File: config.mk
export PLATFORM = sky130hd
export DESIGN_NAME = cc_pair_gate
export DESIGN_NICKNAME = d
export VERILOG_FILES = /design/src/rtl/cc_gate_pkg.sv /design/src/rtl/cc_field_slot.sv /design/src/rtl/cc_send_dec.sv /design/src/rtl/cc_pair_gate.sv
export SDC_FILE = /design/constraint.sdc
export NUM_CORES = 1
export LEC_CHECK = 0
export ABC_AREA = 1
export BUFFER_PORTS_ARGS = -buffer_cell sky130_fd_sc_hd__clkbuf_2
export CAP_MARGIN = 25
export CORE_MARGIN = 5
export CORE_UTILIZATION = 40
export DETAILED_ROUTE_END_ITERATION = 8
export SYNTH_ARGS = -nofsm -noshare
export SYNTH_HDL_FRONTEND = slang
export SYNTH_HIERARCHICAL = 1
export SYNTH_SLANG_ARGS = --single-unit
File: constraint.sdc
create_clock -name clk -period 1.7 [get_ports clk]
set_clock_uncertainty 0.2 [all_clocks]
set_input_delay 0.085 -clock clk [delete_from_list [all_inputs] [get_ports clk]]
set_output_delay 0.085 -clock clk [all_outputs]
set_load 0.1 [all_outputs]
File: src/rtl/cc_gate_pkg.sv
package cc_gate_pkg;
  // Byte position inside a field's pair, as decoded from the write address LSB
  typedef enum logic {
    PAIR_FIRST  = 1'b0,
    PAIR_SECOND = 1'b1
  } pair_pos_e;
endpackage

File: src/rtl/cc_field_slot.sv
module cc_field_slot #(
  parameter int unsigned          BYTE_W    = 8,
  parameter logic [BYTE_W-1:0]    NULL_BYTE = 8'h80
) (
  input  logic              clk,
  input  logic              rst,
  input  logic              wr_first,
  input  logic              wr_second,
  input  logic [BYTE_W-1:0] wr_data,
  input  logic              consume,
  output logic [BYTE_W-1:0] byte_first,
  output logic [BYTE_W-1:0] byte_second,
  output logic              have_first,
  output logic              have_second
);
  always_ff @(posedge clk) begin
    if (rst) begin
      byte_first  <= NULL_BYTE;
      byte_second <= NULL_BYTE;
      have_first  <= 1'b0;
      have_second <= 1'b0;
    end else begin
      if (wr_first)  byte_first  <= wr_data;
      if (wr_second) byte_second <= wr_data;
      // a send clears the flags; a write in the same cycle re-arms its own flag
      have_first  <= (have_first  & ~consume) | wr_first;
      have_second <= (have_second & ~consume) | wr_second;
    end
  end
endmodule

File: src/rtl/cc_send_dec.sv
module cc_send_dec #(
  parameter int unsigned NUM_FIELDS = 2,
  parameter int unsigned FLD_W      = 1
) (
  input  logic                  fld_start,
  input  logic [FLD_W-1:0]      fld_sel,
  input  logic [NUM_FIELDS-1:0] cfg_en,
  input  logic                  cfg_gate,
  input  logic [NUM_FIELDS-1:0] have_first,
  input  logic [NUM_FIELDS-1:0] have_second,
  output logic                  send,
  output logic [NUM_FIELDS-1:0] consume
);
  logic in_range;
  logic complete;

  always_comb begin
    in_range = (32'(fld_sel) < NUM_FIELDS);
    complete = 1'b0;
    send     = 1'b0;
    consume  = '0;
    if (in_range) begin
      complete = have_first[fld_sel] & have_second[fld_sel];
      send     = fld_start & cfg_en[fld_sel] & (~cfg_gate | complete);
      if (send) consume[fld_sel] = 1'b1;
    end
  end
endmodule

File: src/rtl/cc_pair_gate.sv
module cc_pair_gate #(
  parameter int unsigned       BYTE_W     = 8,
  parameter int unsigned       NUM_FIELDS = 2,
  parameter logic [BYTE_W-1:0] NULL_BYTE  = 8'h80,
  localparam int unsigned      FLD_W      = (NUM_FIELDS > 1) ? $clog2(NUM_FIELDS) : 1,
  localparam int unsigned      ADDR_W     = FLD_W + 1
) (
  input  logic                  clk,
  input  logic                  rst,
  input  logic                  wr_en,
  input  logic [ADDR_W-1:0]     wr_addr,
  input  logic [BYTE_W-1:0]     wr_data,
  input  logic [NUM_FIELDS-1:0] cfg_en,
  input  logic                  cfg_gate,
  input  logic                  fld_start,
  input  logic [FLD_W-1:0]      fld_sel,
  output logic                  cc_valid,
  output logic [BYTE_W-1:0]     cc_byte1,
  output logic [BYTE_W-1:0]     cc_byte2,
  output logic [NUM_FIELDS-1:0] pend
);
  import cc_gate_pkg::*;

  logic [NUM_FIELDS-1:0] have_first;
  logic [NUM_FIELDS-1:0] have_second;
  logic [NUM_FIELDS-1:0] consume;
  logic [BYTE_W-1:0]     slot_first  [NUM_FIELDS];
  logic [BYTE_W-1:0]     slot_second [NUM_FIELDS];
  logic                  send;
  logic [FLD_W-1:0]      wr_field;
  pair_pos_e             wr_pos;

  assign wr_field = wr_addr[ADDR_W-1:1];
  assign wr_pos   = pair_pos_e'(wr_addr[0]);

  for (genvar f = 0; f < NUM_FIELDS; f++) begin : g_slot
    logic hit;
    assign hit = wr_en & (32'(wr_field) == f);

    cc_field_slot #(
      .BYTE_W   (BYTE_W),
      .NULL_BYTE(NULL_BYTE)
    ) u_slot (
      .clk        (clk),
      .rst        (rst),
      .wr_first   (hit & (wr_pos == PAIR_FIRST)),
      .wr_second  (hit & (wr_pos == PAIR_SECOND)),
      .wr_data    (wr_data),
      .consume    (consume[f]),
      .byte_first (slot_first[f]),
      .byte_second(slot_second[f]),
      .have_first (have_first[f]),
      .have_second(have_second[f])
    );
  end

  cc_send_dec #(
    .NUM_FIELDS(NUM_FIELDS),
    .FLD_W     (FLD_W)
  ) u_dec (
    .fld_start  (fld_start),
    .fld_sel    (fld_sel),
    .cfg_en     (cfg_en),
    .cfg_gate   (cfg_gate),
    .have_first (have_first),
    .have_second(have_second),
    .send       (send),
    .consume    (consume)
  );

  assign pend = have_first & have_second;

  always_ff @(posedge clk) begin
    if (rst) begin
      cc_valid <= 1'b0;
      cc_byte1 <= NULL_BYTE;
      cc_byte2 <= NULL_BYTE;
    end else begin
      cc_valid <= send;
      if (send) begin
        cc_byte1 <= slot_first[fld_sel];
        cc_byte2 <= slot_second[fld_sel];
      end else begin
        cc_byte1 <= NULL_BYTE;
        cc_byte2 <= NULL_BYTE;
      end
    end
  end
endmodule

==> impl_metrics.json, run 1 <==
{
  "ys_warn_count": 6,
  "port-buffer-count": 36,
  "p_leak_nw": 1.10,
  "area_growth_pct": 17.0,
  "cts_setup_buffers": 0,
  "grt_pass1_wl_um": 8180,
  "drv_cap": 0,
  "peakVddDrop_mv": 0.368,
  "setup_viol": 0,
  "syn_avg_cell_area_um2": 8.61,
  "layout_setup_ws_ns": 0.211,
  "wl_um": 4750,
  "syn_nets": 269,
  "synthArstFlopShare": 0,
  "startpoint_type": "flip-flop",
  "dpl.cell_count": 353,
  "hpwlAfterDp_um": 3140,
  "crit_start": "g_slot[0].u_slot/have_first$_SDFF_PP0_",
  "start_util": 0.418,
  "grt_antenna_before_repair": 0,
  "antenna_cells": 0,
  "cts_made_buffers": 5,
  "yosys.area.top_type": "dfxtp_1",
  "synth_common_cells": "dfxtp_1 (53), nor2_1 (43), nand2_1 (41), nor2_2 (17), o21ai_2 (16)",
  "coreArea_um2": 5170,
  "fmax_ghz": 0.672,
  "min_period_ns": 1.49,
  "ios": 37,
  "fin_tns_setup_ns": 0,
  "path_max_fanout": 3,
  "wl_per_cell_um": 12.9,
  "ys_ff_latch": 53,
  "grt_max_degree": 19,
  "synthCells": 251,
  "dr_total_vias": 1694,
  "stdcell_count": 369,
  "routabilityCongestion": 0.737,
  "clockBufferDepth": 2,
  "seq_area_frac_synth": 0.491,
  "viasPerCell": 4.59,
  "dieArea_um2": 6970,
  "max_slew_margin": 0.633,
  "synth_area_leaders": "dfxtp_1 (49%), nor2_1 (7.5%), nand2_1 (7.1%)",
  "cts_sinks": 53,
  "tightestPinTransition_ns": 0.553,
  "ys.flop_type": "dfxtp_1",
  "drtIter0Drc": 126,
  "track_usage": 0.146,
  "wl_met2_um": 2200,
  "status": "finished, final reports clean",
  "drive_gt1_frac": 0.351,
  "fin_crit_sh": 0.876,
  "dieHeight_um": 83.5,
  "crit_type": "reg2out",
  "grt_overflow": 0,
  "preCtsSetupSlack_ns": 0.344,
  "yosys.area.top_type_share": 0.491,
  "fin_nets": 317,
  "holdCritStartpoint": "fld_sel",
  "required_ns": 1.41,
  "wl_met1_um": 2270,
  "holdCritPathClass": "in2reg",
  "clk_latency_ns": 0.29,
  "cts.clk_slew.worst_paths_ns": 0.09,
  "fill_cells": 529,
  "synth_most_common_cell": "dfxtp_1",
  "netlist_area_um2": 2160,
  "hold_viol": 0,
  "post-route-drc-count": 0,
  "slew_violations": 0,
  "arrival_ns": 1.20,
  "r2r-start": "g_slot[1].u_slot/have_first$_SDFF_PP0_",
  "cts_root_buf": "clkbuf_8",
  "die_w_um": 83.5,
  "grt_pass1_vias": 1666,
  "h-tree-depth": 2,
  "cts_tree": "built",
  "ant_nets": 0,
  "end_kind": "output port",
  "ys_types": 17,
  "routed-wl-met3_um": 223,
  "firstDrtPassIters": 4,
  "synth_edf_count": 0,
  "fp-row-count": 26,
  "powerDensity_nw_per_um2": 898,
  "rsz0062_at_grt": "false",
  "top_layer_used": "met4"
}
==> final cells by class <==
cell class                 count  area [um^2]  area share
sequential                    53         1060       0.420
multi-input combinational    169          863       0.342
timing repair buffer          51          340       0.135
inverter                      19         88.8      0.0351
tap                           70         87.6      0.0347
clock buffer                   7         86.3      0.0342
==> cell usage in the layout, fill, tap and decap left out, drive strengths merged <==
cell type and count:
a21oi 18, buf 6, clkbuf 43, dfxtp 53
dlygate4sd3 9, inv 19, nand2 50, nand3 9
nor2 60, nor3 4, o21ai 28
==> flip-flops by register name, summed over array words and instances (netlist names) <==
register and cells:
cc_byte1 8, cc_byte2 8, cc_valid 1, g_slot.u_slot/byte_first 16, g_slot.u_slot/byte_second 16, g_slot.u_slot/have_first 2
g_slot.u_slot/have_second 2
==> cells by family (layout without fill, tap and decap cells) <==
| kind of cell | Yosys count | in the layout | synth area share |
|---|---|---|---|
| buffers and inverters | 29 | 77 | 0.109 |
| and+or+nand+nor | 123 | 123 | 0.251 |
| DFF | 53 | 53 | 0.491 |
| AOI/OAI and AO/OA | 46 | 46 | 0.148 |
==> path summary, 6_finish.rpt <==
kind              cells after the start  slack, ns                                           end
setup reg to reg                      8       0.32                        cc_byte1[7]$_SDFF_PP1_
setup / recovery                      3       0.21                                       pend[0]
hold / removal                        6       0.07        g_slot[1].u_slot/have_first$_SDFF_PP0_
hold reg to reg                       2       0.27  g_slot[0].u_slot/byte_second[7]$_SDFFE_PP1P_
==> report_power, final <==
part	switching (W)	leakage, nW	internal (W)
Combinational	0.000173	0.621	0.0000918
Sequential	0.0000273	0.432	0.00129
Clock	0.000367	0.0443	0.000324
Total	0.000567	1.10	0.00170
==> per-stage QoR <==
step                      instance area, um^2  hold slack [ns]   util  total power, W
after detailed placement                 2350            0.158  0.455         0.00160
after global routing                     2530            0.126  0.489         0.00238
after floorplan                          2160          -0.0459      -         0.00154
final                                    2530           0.0666  0.489         0.00227
after global placement                   2350            0.165  0.455         0.00159
after CTS                                2530           0.0589  0.489         0.00230
==> metal layers <==
layer,vias up,GRT usage
li1,883,-
met1,774,0.188
met2,33,0.238
met3,4,0.0405
met4,0,0.0439
met5,-,0
==> what timing repair did <==
item | 4_1_cts | 5_1_grt
hold buffers | 9 | 0
resized for setup | 0 | 0
endpoints found under the setup margin | 0 | 0
hold endpoints to repair | 36 | 0
==> worst max-delay path, stage by stage (launching register included) <==
cell and delay (ns):
dfxtp_1 0.36, nand2_1 0.06, inv_1 0.05, clkbuf_2 0.44
No activity file was read; power rests on OpenSTA's default activity.
==> run 2, diff against run 1 <==
Settings changed: CTS_BUF_LIST set to sky130_fd_sc_hd__clkbuf_4.
Clock period 1.7 ns to 1.6 ns, I/O delays scaled along.
==> run 2 against run 1 <==
Global-route usage decreased by 0.69 points. Design area decreased by 2.0%. Largest power group unchanged. Cell count increased by 0.27%. Highest routed layer unchanged. Critical path type unchanged. Clock power decreased by 20%.
==> impl_metrics.json, run 2 (synthesized netlist as in run 1, its figures left out) <==
{
  "hold_viol": 0,
  "h-tree-depth": 2,
  "whs_path_depth": 7,
  "drtIter0Drc": 108,
  "wl_per_cell_um": 12.3,
  "p_total_w": 0.00223,
  "holdCritPathClass": "in2reg",
  "fin_util": 0.479,
  "die_w_um": 83.5,
  "track_usage": 0.139,
  "internal-power_w": 0.00164,
  "fin_crit_sh": 0.970,
  "min_period_ns": 1.55,
  "end_kind": "output port",
  "path_max_fanout": 3,
  "holdCritStartpoint": "cfg_gate",
  "cts.clk_slew.worst_paths_ns": 0.14,
  "arrival_ns": 1.27,
  "swShare": 0.262,
  "start_util": 0.418,
  "powerDensity_nw_per_um2": 899,
  "ant_nets": 0,
  "clkPwrFrac": 0.248,
  "layout_setup_ws_ns": 0.0488,
  "ios": 37,
  "fin_tns_setup_ns": 0,
  "peakVddDrop_mv": 0.326,
  "drv_cap": 0,
  "hpwlAfterDp_um": 3040,
  "port-buffer-count": 36,
  "slew_violations": 0,
  "reg_top3": "g_slot.u_slot/byte_first x16, g_slot.u_slot/byte_second x16",
  "final_common_cell": "dfxtp_1",
  "rrSetupSlack_ns": 0.23,
  "max_slew_margin": 0.638,
  "fmax_ghz": 0.645,
  "tightestPinTransition_ns": 0.546,
  "dr_total_vias": 1710,
  "grt_max_degree": 19,
  "drive_gt1_frac": 0.350,
  "cts_made_buffers": 5,
  "cts_root_buf": "clkbuf_4",
  "grt_pass1_vias": 1631,
  "clk_latency_ns": 0.36,
  "startpoint_type": "flip-flop",
  "fill_cells": 533,
  "p_sw_w": 0.000584,
  "grt_overflow": 0,
  "fin_nets": 318,
  "reg2reg_to": "cc_byte2[7]$_SDFF_PP1_",
  "clockBufferDepth": 2,
  "required_ns": 1.32,
  "hold_end": "g_slot[1].u_slot/have_first$_SDFF_PP0_",
  "grt_pass1_wl_um": 7860,
  "grt_antenna_before_repair": 0,
  "status": "finished, final reports clean",
  "firstDrtPassIters": 4,
  "finalInstanceArea_um2": 2480,
  "crit_type": "reg2out",
  "post-route-drc-count": 0,
  "routabilityCongestion": 0.742,
  "coreArea_um2": 5170,
  "preCtsSetupSlack_ns": 0.253,
  "antenna_cells": 0,
  "fp-row-count": 26,
  "viasPerCell": 4.62,
  "area_growth_pct": 14.6,
  "setup_viol": 0,
  "p_seq_frac": 0.629,
  "wl_um": 4560,
  "cts_tree": "built",
  "worstRegToRegCells": 8,
  "layout_common_cells": "dfxtp_1 (53), nor2_1 (43), nand2_1 (41), clkbuf_2 (34), nor2_2 (17)",
  "place_area_um2": 2330,
  "power_frac_comb": 0.123,
  "cts_setup_buffers": 0,
  "rsz0062_at_grt": "false",
  "ff_latch_area_um2": 1060,
  "p_leak_nw": 1.08,
  "multi_input_area_um2": 863,
  "r2r-start": "g_slot[1].u_slot/have_first$_SDFF_PP0_",
  "dieHeight_um": 83.5,
  "dieArea_um2": 6970,
  "cts_sinks": 53
}
[run 2: power groups by stage]
stage / combinational, W / clock (W) / sequential [W]
detailed placement: 0.000258 / 0 / 0.00143
CTS: 0.000278 / 0.000579 / 0.00140
global placement: 0.000257 / 0 / 0.00143
finish: 0.000274 / 0.000553 / 0.00140
floorplan: 0.000178 / 0 / 0.00145
global route: 0.000305 / 0.000630 / 0.00141
[run 2: worst max-delay path by stage]
stage                                                       start                      to  slack [ns]  depth (start not counted)
after floorplan            g_slot[0].u_slot/have_first$_SDFF_PP0_                 pend[0]        0.36                          2
after global placement     g_slot[1].u_slot/have_first$_SDFF_PP0_  cc_byte1[7]$_SDFF_PP1_        0.26                          8
after detailed placement   g_slot[1].u_slot/have_first$_SDFF_PP0_  cc_byte2[7]$_SDFF_PP1_        0.25                          8
after CTS                  g_slot[0].u_slot/have_first$_SDFF_PP0_                 pend[0]        0.01                          3
after global routing       g_slot[0].u_slot/have_first$_SDFF_PP0_                 pend[0]       0.004                          3
final                     g_slot[0].u_slot/have_second$_SDFF_PP0_                 pend[0]        0.05                          3
[run 2: timing repair]
| action | in CTS | in global routing |
|---|---|---|
| gates resized for setup | 0 | 1 |
| hold buffers | 10 | 0 |
| hold endpoints to repair | 36 | 0 |
| setup endpoints to repair | 0 | 1 |
[run 2: stage by stage]
stage	instances	hold WS, ns
after floorplan	251	-0.0509
after global placement	353	0.164
after detailed placement	353	0.160
after CTS	370	0.00633
after global routing	370	0.0293
final	370	0.0197
[run 2: routing by layer]
layer  wire (um)  part of all wire  global-route usage  vias to the layer above
li1            -                 -                   -                      893
met1        2150              0.47               0.186                      768
met2        2070              0.45               0.219                       42
met3         264             0.058              0.0306                        7
met4          75             0.016              0.0526                        0
met5           0                 0                   0                        -
[run 2: layout make-up]
| type | count | share of cell area |
|---|---|---|
| tap | 70 | 0.0354 |
| sequential | 53 | 0.428 |
| inverter | 19 | 0.0359 |
| timing repair buffer | 52 | 0.132 |
| multi-input combinational | 169 | 0.348 |
| clock inverter | 1 | 0.00152 |
| clock buffer | 6 | 0.0182 |
[run 2: critical path, stage by stage (launching register included)]
cell and delay [ns]:
dfxtp_1 0.38, nand2_1 0.07, inv_1 0.05, buf_2 0.41
==> run 3, diff against run 2 <==
Settings changed: CELL_PAD_IN_SITES_DETAIL_PLACEMENT set to 2, CELL_PAD_IN_SITES_GLOBAL_PLACEMENT set to 2, CORE_UTILIZATION 40 to 33, PLACE_DENSITY_LB_ADDON set to 0.1, SYNTH_HIERARCHICAL 1 to unset.
==> run 3 against run 2 <==
Count of clock-buffer cells in the layout is the same. Maximum frequency grew 1.4%. Critical path depth grew 4.
==> impl_metrics.json, run 3 <==
{
  "status": "finished, final reports clean",
  "ys_types": 19,
  "cts_tree": "built",
  "dieHeight_um": 87.1,
  "crit_type": "in2reg",
  "grt_max_degree": 33,
  "min_period_ns": 1.53,
  "p_seq_frac": 0.615,
  "ant_nets": 0,
  "clkPwrFrac": 0.254,
  "max_slew_margin": 0.640,
  "power_frac_comb": 0.130,
  "start_util": 0.336,
  "synth_edf_count": 0,
  "h-tree-depth": 2,
  "final_common_cell": "dfxtp_1",
  "clockBufferDepth": 2,
  "dr_total_vias": 1782,
  "rsz0062_at_grt": "false",
  "grt_pass1_wl_um": 8940,
  "antenna_cells": 0,
  "crit_start": "wr_addr[1]",
  "yosys.area.top_type": "dfxtp_1",
  "powerDensity_nw_per_um2": 915,
  "hold_viol": 0,
  "wl_per_cell_um": 14.5,
  "path_max_fanout": 4,
  "fin_tns_setup_ns": 0,
  "finalInstanceArea_um2": 2470,
  "cts.clk_slew.worst_paths_ns": 0.14,
  "fin_crit_sh": 0.956,
  "seq_area_frac_synth": 0.540,
  "fp-row-count": 28,
  "slew_violations": 0,
  "fin_nets": 319,
  "synth_area_leaders": "dfxtp_1 (54%), nor2_1 (9.0%), a21oi_1 (8.2%)",
  "end_kind": "flip-flop",
  "ff_latch_area_um2": 1060,
  "track_usage": 0.150,
  "clk_latency_ns": 0.36,
  "wl_um": 5440,
  "swShare": 0.269,
  "ios": 37,
  "syn_nets": 260,
  "syn_avg_cell_area_um2": 8.11,
  "holdCritStartpoint": "wr_en",
  "peakVddDrop_mv": 0.351,
  "drv_cap": 0,
  "grt_pass1_vias": 1872,
  "netlist_area_um2": 1960,
  "synth_common_cells": "dfxtp_1 (53), nor2_1 (47), a21oi_1 (32), inv_1 (19), nand2_1 (18)",
  "tightestPinTransition_ns": 0.543,
  "p_total_w": 0.00226,
  "layout_common_cells": "dfxtp_1 (53), nor2_1 (47), clkbuf_2 (34), a21oi_1 (32)",
  "arrival_ns": 1.58,
  "synthCells": 242,
  "drive_gt1_frac": 0.236,
  "holdCritPathClass": "in2reg",
  "dieArea_um2": 7590,
  "viasPerCell": 4.74,
  "reg_top3": "g_slot.u_slot.byte_first x16, g_slot.u_slot.byte_second x16",
  "fill_cells": 682,
  "grt_antenna_before_repair": 0,
  "required_ns": 1.65,
  "hpwlAfterDp_um": 3660,
  "stdcell_count": 376,
  "internal-power_w": 0.00165,
  "drtIter0Drc": 82,
  "routabilityCongestion": 0.699,
  "fmax_ghz": 0.654,
  "timing.hold.ws_ns": 0.0349,
  "grt_overflow": 0,
  "post-route-drc-count": 0,
  "ys.flop_type": "dfxtp_1",
  "place_area_um2": 2230,
  "ys_warn_count": 0,
  "setup_viol": 0,
  "area_growth_pct": 26.0,
  "multi_input_area_um2": 752,
  "r2r-start": "g_slot[0].u_slot.have_second$_SDFF_PP0_",
  "synthArstFlopShare": 0,
  "firstDrtPassIters": 2,
  "synth_most_common_cell": "dfxtp_1",
  "coreArea_um2": 5850,
  "p_sw_w": 0.000608,
  "ys_ff_latch": 53,
  "die_w_um": 87.1,
  "cts_root_buf": "clkbuf_4",
  "dpl.cell_count": 350,
  "p_leak_nw": 1.07,
  "cts_made_buffers": 5,
  "yosys.area.top_type_share": 0.540,
  "cts_sinks": 53,
  "startpoint_type": "input pin",
  "port-buffer-count": 36
}
run 3: cell types whose count changed after synthesis, sizes merged:
cell    delta
nand4      +2
nor3       -4
buf        -4
clkbuf     +4
a21oi     +14
nand2     -31
inv        +5
nand3      +5
run 3: path summary, 6_finish.rpt:
check | to | slack [ns] | depth (start not counted)
worst min register to register | g_slot[0].u_slot.byte_second[3]$_SDFFE_PP0P_ | 0.26 | 2
worst min-delay path | g_slot[0].u_slot.byte_first[5]$_SDFFE_PP0P_ | 0.03 | 3
worst max register to register | cc_byte2[1]$_SDFF_PP0_ | 0.30 | 5
worst max-delay path | g_slot[1].u_slot.byte_first[7]$_SDFFE_PP1P_ | 0.07 | 7
run 3: routing by layer:
metal  vias to the layer above  wire length [um]  track usage
met3                         6               192       0.0312
met1                       851              2480        0.188
met5                         -                 0            0
met4                         0                64       0.0418
met2                        27              2710        0.261
li1                        898                 -            -
run 3: final cells by class:
class	count	share of cell area
Sequential cell	53	0.429
Multi-Input combinational cell	155	0.304
Timing Repair Buffer	62	0.173
Tap cell	75	0.0379
Inverter	24	0.0364
Clock buffer	6	0.0182
Clock inverter	1	0.00152
run 3: cells by family after synthesis:
logic type | share of synthesized area
DFF | 0.540
buffers and inverters | 0.0765
AOI/OAI and AO/OA | 0.153
and+or+nand+nor | 0.230
run 3: power groups by stage:
stage | combinational [W] | sequential [W] | clock [W]
detailed placement | 0.000261 | 0.00142 | 0
floorplan | 0.000145 | 0.00145 | 0
global route | 0.000329 | 0.00140 | 0.000652
finish | 0.000295 | 0.00139 | 0.000576
CTS | 0.000296 | 0.00139 | 0.000604
global placement | 0.000255 | 0.00142 | 0
run 3: through the flow:
stage,utilization,setup WS (ns)
floorplan,-,0.359
global placement,0.382,0.331
detailed placement,0.382,0.287
CTS,0.421,0.0320
global route,0.423,0.00554
finish,0.423,0.0703
run 3: critical path, cell delays in order:
cell and delay [ns]:
clkbuf_2 0.09, dlygate4sd3_1 0.56, nand2_2 0.12, nor2_4 0.06
dlygate4sd3_1 0.55, nand2_1 0.06, nand3_1 0.07
run 3: timing repair:
item,4_1_cts,5_1_grt
buffers inserted,0,0
hold endpoints to repair,42,1
setup endpoints to repair,1,2
hold buffers,18,2
gates resized for setup,1,0
pin swaps,0,0
